$ cat src/rtl/cfg_serial_pkg.sv
package cfg_serial_pkg;
  localparam int unsigned WORD_W   = 24;
  localparam int unsigned N_REGS   = 8;
  localparam int unsigned CAL_REGS = 3;
  localparam int unsigned LO_REG   = 5;
  localparam int unsigned PLLEN_B  = 6;
  localparam int unsigned LDRV_B   = 3;
endpackage

$ cat src/rtl/sync_bits.sv
module sync_bits #(
  parameter int unsigned W = 1
) (
  input  logic         clk_i,
  input  logic         rst_ni,
  input  logic [W-1:0] d_i,
  output logic [W-1:0] q_o
);
  logic [W-1:0] s1_q, s2_q;
  always_ff @(posedge clk_i or negedge rst_ni) begin
    if (!rst_ni) begin
      s1_q <= '0;
      s2_q <= '0;
    end else begin
      s1_q <= d_i;
      s2_q <= s1_q;
    end
  end
  assign q_o = s2_q;
endmodule

$ cat src/rtl/ser_shift.sv
module ser_shift #(
  parameter int unsigned WORD_W = 24
) (
  input  logic              clk_i,
  input  logic              rst_ni,
  input  logic              sclk_i,
  input  logic              sdata_i,
  input  logic              sload_i,
  output logic [WORD_W-1:0] word_o,
  output logic              load_o
);
  logic              sclk_q, sload_q;
  logic [WORD_W-1:0] sh_q;

  always_ff @(posedge clk_i or negedge rst_ni) begin
    if (!rst_ni) begin
      sclk_q  <= 1'b0;
      sload_q <= 1'b0;
      sh_q    <= '0;
    end else begin
      sclk_q  <= sclk_i;
      sload_q <= sload_i;
      if (sclk_i && !sclk_q) sh_q <= {sh_q[WORD_W-2:0], sdata_i};
    end
  end

  assign word_o = sh_q;
  assign load_o = sload_i && !sload_q;
endmodule

$ cat src/rtl/reg_bank.sv
module reg_bank #(
  parameter int unsigned WORD_W   = 24,
  parameter int unsigned N_REGS   = 8,
  parameter int unsigned CAL_REGS = 3,
  localparam int unsigned ADDR_W  = $clog2(N_REGS)
) (
  input  logic                     clk_i,
  input  logic                     rst_ni,
  input  logic                     load_i,
  input  logic [WORD_W-1:0]        word_i,
  output logic [N_REGS*WORD_W-1:0] regs_o,
  output logic                     cal_start_o,
  output logic [ADDR_W-1:0]        cal_idx_o
);
  logic [ADDR_W-1:0] addr;
  assign addr = word_i[ADDR_W-1:0];

  for (genvar k = 0; k < N_REGS; k++) begin : g_reg
    logic [WORD_W-1:0] r_q;
    always_ff @(posedge clk_i or negedge rst_ni) begin
      if (!rst_ni) r_q <= '0;
      else if (load_i && addr == ADDR_W'(k)) r_q <= word_i;
    end
    assign regs_o[k*WORD_W +: WORD_W] = r_q;
  end

  always_ff @(posedge clk_i or negedge rst_ni) begin
    if (!rst_ni) begin
      cal_start_o <= 1'b0;
      cal_idx_o   <= '0;
    end else begin
      cal_start_o <= load_i && (int'(addr) < CAL_REGS);
      if (load_i) cal_idx_o <= addr;
    end
  end
endmodule

$ cat src/rtl/lo_route.sv
module lo_route (
  input  logic pll_pin_i,
  input  logic drv_pin_i,
  input  logic pll_bit_i,
  input  logic drv_bit_i,
  output logic internal_o,
  output logic buf_en_o
);
  always_comb begin
    internal_o = pll_pin_i && pll_bit_i;
    buf_en_o   = internal_o && (drv_pin_i || drv_bit_i);
  end
endmodule

$ cat src/rtl/cfg_serial_bank.sv
module cfg_serial_bank
  import cfg_serial_pkg::*;
#(
  parameter int unsigned WORD_W   = cfg_serial_pkg::WORD_W,
  parameter int unsigned N_REGS   = cfg_serial_pkg::N_REGS,
  parameter int unsigned CAL_REGS = cfg_serial_pkg::CAL_REGS,
  parameter int unsigned LO_REG   = cfg_serial_pkg::LO_REG,
  parameter int unsigned PLLEN_B  = cfg_serial_pkg::PLLEN_B,
  parameter int unsigned LDRV_B   = cfg_serial_pkg::LDRV_B,
  localparam int unsigned ADDR_W  = $clog2(N_REGS)
) (
  input  logic                     clk_i,
  input  logic                     rst_ni,
  input  logic                     ser_clk_i,
  input  logic                     ser_data_i,
  input  logic                     ser_load_i,
  input  logic                     pll_en_pin_i,
  input  logic                     lo_drv_pin_i,
  output logic [N_REGS*WORD_W-1:0] regs_o,
  output logic                     cal_start_o,
  output logic [ADDR_W-1:0]        cal_idx_o,
  output logic                     lo_internal_o,
  output logic                     lo_buf_en_o
);
  logic [2:0]        ser_s;
  logic [WORD_W-1:0] word;
  logic              load;

  sync_bits #(.W(3)) u_sync (
    .clk_i (clk_i),
    .rst_ni(rst_ni),
    .d_i   ({ser_load_i, ser_data_i, ser_clk_i}),
    .q_o   (ser_s)
  );

  ser_shift #(.WORD_W(WORD_W)) u_shift (
    .clk_i  (clk_i),
    .rst_ni (rst_ni),
    .sclk_i (ser_s[0]),
    .sdata_i(ser_s[1]),
    .sload_i(ser_s[2]),
    .word_o (word),
    .load_o (load)
  );

  reg_bank #(.WORD_W(WORD_W), .N_REGS(N_REGS), .CAL_REGS(CAL_REGS)) u_bank (
    .clk_i      (clk_i),
    .rst_ni     (rst_ni),
    .load_i     (load),
    .word_i     (word),
    .regs_o     (regs_o),
    .cal_start_o(cal_start_o),
    .cal_idx_o  (cal_idx_o)
  );

  lo_route u_lo (
    .pll_pin_i (pll_en_pin_i),
    .drv_pin_i (lo_drv_pin_i),
    .pll_bit_i (regs_o[LO_REG*WORD_W + PLLEN_B]),
    .drv_bit_i (regs_o[LO_REG*WORD_W + LDRV_B]),
    .internal_o(lo_internal_o),
    .buf_en_o  (lo_buf_en_o)
  );
endmodule

$ cat config.mk
export PLATFORM = sky130hd
export DESIGN_NAME = cfg_serial_bank
export DESIGN_NICKNAME = d
export VERILOG_FILES = /design/src/rtl/cfg_serial_pkg.sv /design/src/rtl/sync_bits.sv /design/src/rtl/ser_shift.sv /design/src/rtl/reg_bank.sv /design/src/rtl/lo_route.sv /design/src/rtl/cfg_serial_bank.sv
export SDC_FILE = /design/constraint.sdc
export NUM_CORES = 1
export LEC_CHECK = 0
export CORE_MARGIN = 3
export CORE_UTILIZATION = 30
export CTS_CLUSTER_DIAMETER = 50
export DETAILED_ROUTE_END_ITERATION = 6
export GPL_TIMING_DRIVEN = 0
export PLACE_DENSITY = 0.64
export SYNTH_ARGS = -nofsm -noshare
export SYNTH_HDL_FRONTEND = slang
export SYNTH_SLANG_ARGS = --single-unit
$ cat constraint.sdc
create_clock -name clk_i -period 1.85 [get_ports clk_i]
set_clock_uncertainty 0.05 [all_clocks]
set_input_delay 0.37 -clock clk_i [delete_from_list [all_inputs] [get_ports clk_i]]
set_output_delay 0.37 -clock clk_i [all_outputs]
set_load 0.005 [all_outputs]
Word-level counts from Yosys, hierarchy flattened --
Index checks and enable logic that the tools add are counted.
Word-level totals: bits in registers 228, bits of input ports 7, logic and storage cells 40, output and inout port bits 198
Operators by class: reduce and logical (&&, ||, !) cells 17, equal/unequal tests 7, magnitude comparators 1
Operator list (number):
- $logic_and A1 B1 Y1 | 13
- $eq A3 B3 Y1 const B | 4
- $eq A3 B2 Y1 const B | 2
- $eq A3 B1 Y1 const B | 1
- $logic_not A3 Y1 | 1
- $lt A3 B2 Y1 const B | 1
- $logic_not A1 Y1 | 2
- $logic_or A1 B1 Y1 | 1

Depth between registers and ports, before layout --
word-level depth 3, mapped depth 6, gate-level depth less buffers 3

Cells and area by module --
A second synthesis with hierarchy kept.
Second synthesis, totals: cell total of the unflattened synthesis 487, area total of the unflattened synthesis 8569.5 µm²
By module, submodules not included:
- reg_bank | cells an instance 424, seq. area each 4904.7 µm², instances 1, area each 7335.8 µm²
- ser_shift | cells an instance 55, seq. area each 650.6 µm², instances 1, area each 1067.3 µm²
- sync_bits | cells an instance 6, seq. area each 150.1 µm², instances 1, area each 150.1 µm²
- lo_route | cells an instance 2, seq. area each 0.0 µm², instances 1, area each 16.3 µm²

Least setup slack after synthesis --
Ideal clock, no wire load.
path kind reg2reg, start point register u_shift.sload_q, end point register u_bank.g_reg[1].r_q[16], arrival time 1.652 ns, slack 0.023 ns, data required time 1.675 ns, cell stages (with the launch flop) 7, path through dfrtp_1 nand2b_1 buf_6 or4b_4 buf_6 buf_6 mux2_4
On the way: word-level cells in the longest chain between the ends 3
RTL lines:
- from (decl) | RTL line ser_shift.sv:12 | logic sclk_q, sload_q;
- from (signal assigned) | RTL line ser_shift.sv:22 | sload_q <= sload_i;
- $logic_not A1 Y1 | RTL line ser_shift.sv:28 | assign load_o = sload_i && !sload_q;
- $logic_and A1 B1 Y1 | RTL line ser_shift.sv:28
- $logic_and A1 B1 Y1 | RTL line reg_bank.sv:22 | else if (load_i && addr == ADDR_W'(k)) r_q <= word_i;
- to (signal assigned) | RTL line reg_bank.sv:22
- to (decl) | RTL line reg_bank.sv:19 | logic [WORD_W-1:0] r_q;
No other way between the ends. A chain may end at the register's enable or synchronous reset.

Final worst setup path --
start point register u_shift.sh_q[2], in the netlist u_shift.word_o[2], end point register u_bank.g_reg[1].r_q[22]
On the way: word-level cells in the longest chain between the ends 2
RTL lines:
- from (decl) | RTL line ser_shift.sv:13 | logic [WORD_W-1:0] sh_q;
- from (signal assigned) | RTL line ser_shift.sv:23 | if (sclk_i && !sclk_q) sh_q <= {sh_q[WORD_W-2:0], sdata_i};
- $eq A3 B1 Y1 | RTL line reg_bank.sv:22
- $logic_and A1 B1 Y1 | RTL line reg_bank.sv:22
No other way between the ends.

==> flow_metrics.env <==
export IMPL_grt_ovfl_total=0
export IMPL_fin_cells=1176
export IMPL_regArea_sq_mm=0.00571
export IMPL_yosys_warnings=0
export IMPL_fp_row_count=61
export IMPL_cts_tree="built"
export IMPL_dp_cells=1096
export IMPL_crit_required_ps=2200
export IMPL_fin_crit_ps=1860
export IMPL_diodes=0
export IMPL_die_y_um=175
export IMPL_clock_latency_ps=520
export IMPL_track_usage=0.135
export IMPL_final_util=0.455
export IMPL_wl_per_cell_um=18.4
export IMPL_report_final_slew_viol_count=0
export IMPL_r2r_slack_ps=-9
export IMPL_ir_drop_v=0.000831
export IMPL_core_area_sq_mm=0.0280
export IMPL_clock_sinks=228
export IMPL_syn_area_sq_mm=0.00860
export IMPL_via_count=5095
export IMPL_gp_congestion=0.705
export IMPL_max_cap_viol_count=0
export IMPL_die_w_um=175
export IMPL_htreeDepth=1
export IMPL_dpl_hpwl_um=13900
export IMPL_ioPinCount=205
export IMPL_multi_input_area_sq_mm=0.00263
export IMPL_ys_seq_elements=228
export IMPL_rsz0062_at_grt="true"
export IMPL_grt_pass1_wl_um=32500
export IMPL_grt_pass1_vias=5283
export IMPL_report_final_setup_viol=3
export IMPL_met2_usage=0.215
export IMPL_hold_violations=0
export IMPL_fin_area_sq_mm=0.0127
export IMPL_timing_setup_tns_ps=-13.6
export IMPL_synthCells=512
export IMPL_slew_headroom=0.643
export IMPL_run_status="finished with violations"
export IMPL_period_share=1.00
export IMPL_ys_types=23
export IMPL_max_freq_ghz=0.538
export IMPL_portBuffers=204
export IMPL_fillCellCount=2509
export IMPL_root_buffer="clkbuf_16"
export IMPL_drive_above_1_share=0.397
export IMPL_drc_errors=0
export IMPL_fin_nets=788
export IMPL_crit_type="register to register"
export IMPL_cts_path_max_buffers=3
export IMPL_powerDensity_mw_per_mm2=1250
export IMPL_antenna_found_initial=0
export IMPL_syn2layout_area_growth_pct=48.3
export IMPL_worstHoldPathType="primary input to register"
export IMPL_crit_arrival_ps=2210
export IMPL_fin_ws_ps=-8.60
export IMPL_dpl_cell_area_sq_mm=0.0112
export IMPL_dp_slack_ps=-576
export IMPL_numCtsBuffers=27
export IMPL_grt_busiest_layer="met2"
export IMPL_hold_ws_ps=241
export IMPL_worstSetupStartpointType="register"
export IMPL_drt_vias_per_instance=4.33
export IMPL_dr_pass1_iters=4
export IMPL_grt_use_met1=0.177
export IMPL_cellLeakagePower_nw=7.31
export IMPL_fin_total_pwr_mw=15.9
export IMPL_cp_end_kind="register"
export IMPL_start_util=0.307
export IMPL_violations="setup timing"
export IMPL_grt_max_degree=98
export IMPL_worstMarginPinSlew_ps=535
export IMPL_ant_nets=0
export IMPL_crit_fanout=8
export IMPL_syn_avg_cell_area_sq_um=16.8
export IMPL_syn_nets=519
export IMPL_synth_seq_area_share=0.664
export IMPL_initialDrtViolationCount=141
export IMPL_dieArea_sq_mm=0.0307
export IMPL_routed_wirelength_um=21700
export IMPL_cts_clk_slew_worst_paths_ps=60
export IMPL_grtUsageMet3=0.0463
[power by group]
| part | total [mW] | internal (mW) | leakage, nW | switching (mW) |
|---|---|---|---|---|
| Combinational | 4.01 | 2.45 | 3.84 | 1.56 |
| Sequential | 6.51 | 6.04 | 3.04 | 0.475 |
| Clock | 5.40 | 3.38 | 0.435 | 2.02 |
[cells in the mapped netlist (all sizes together)]
| cell | n | share of area |
|---|---|---|
| or4b | 2 | 0.0032 |
| o21a | 1 | 0.00087 |
| nand2b | 4 | 0.0029 |
| nand3b | 1 | 0.00087 |
| buf | 46 | 0.033 |
| or2 | 9 | 0.0065 |
| nand2 | 3 | 0.0013 |
| clkbuf | 3 | 0.0013 |
| a211oi | 1 | 0.00087 |
| and2 | 10 | 0.0073 |
| or3 | 1 | 0.00073 |
| or4 | 1 | 0.00087 |
| mux2 | 194 | 0.27 |
| nor2b | 4 | 0.0029 |
| dfrtp | 228 | 0.66 |
| nor3b | 2 | 0.0029 |
| nor3 | 1 | 0.0012 |
| nor2 | 1 | 0.00044 |
[path summary, 6_finish.rpt]
check	startpoint	end	cells after the start
worst max-delay path	u_shift.word_o[2]$_DFFE_PN0P_	u_bank.g_reg[1].r_q[22]$_DFFE_PN0P_	5
worst min-delay path	ser_data_i	u_sync.s1_q[1]$_DFF_PN0_	1
worst max register to register	u_shift.word_o[2]$_DFFE_PN0P_	u_bank.g_reg[1].r_q[22]$_DFFE_PN0P_	5
worst min register to register	u_sync.s1_q[1]$_DFF_PN0_	u_sync.q_o[1]$_DFF_PN0_	0
max in group asynchronous	rst_ni	u_bank.g_reg[3].r_q[8]$_DFFE_PN0P_	4
min in group asynchronous	rst_ni	u_bank.g_reg[1].r_q[17]$_DFFE_PN0P_	2
[layout by cell type (no fill, tap or decap), drive strengths merged, types with 3 or more instances in the layout]
cell,count
clkinvlp,4
nand2,3
clkbuf,41
buf,80
clkinv,3
or2,9
nand2b,4
dfrtp,228
mux2,194
dlygate4sd2,38
clkdlybuf4s50,90
dlymetal6s2s,73
nor2b,4
and2,10
bufinv,4
[worst max-delay path: stages (launching register included)]
cell and delay [ps]:
dfrtp_1 390, buf_6 140, or4b_4 550, buf_12 170, clkbuf_16 150, mux2_4 280
[repair_timing]
action                                  CTS  global route
endpoints found under the setup margin  221           189
resized for setup                        80            85
setup buffers                            18            12
endpoints found under the hold margin    48             0
hold buffers                              1             0
gates cloned                              2             4
pin swaps                                 4             1
[flip-flops by register name, summed over array words and instances, names as in the netlist]
| name | cells |
|---|---|
| u_bank.cal_idx_o | 3 |
| u_bank.cal_start_o | 1 |
| u_bank.g.r_q | 192 |
| u_shift.sclk_q | 1 |
| u_shift.sload_q | 1 |
| u_shift.word_o | 24 |
| u_sync.q_o | 3 |
| u_sync.s1_q | 3 |
[logic make-up (layout without fill, tap and decap cells)]
kind of cell,count (synthesis),in the layout,share of synthesized area
AO/OA/AOI/OAI,2,2,0.00175
buffers and inverters,49,335,0.0346
flip-flops,228,228,0.664
multiplexers,194,194,0.269
AND/OR/NAND/NOR,39,39,0.0311
[area by class of cell]
cell class | instances | area share
sequential | 228 | 0.448
multi-input combinational | 235 | 0.206
timing repair buffer | 243 | 0.206
clock buffer | 35 | 0.0585
tap | 378 | 0.0371
buffer | 46 | 0.0314
clock inverter | 11 | 0.0132
[per-layer routing]
metal  vias up  wire length, um  share of wire
li1       2304                -              -
met1      2596             9480           0.44
met2       158             9890           0.46
met3        37             1740          0.080
met4         0              572          0.026
met5         -                0              0
Power figures use the tool's default switching activity.
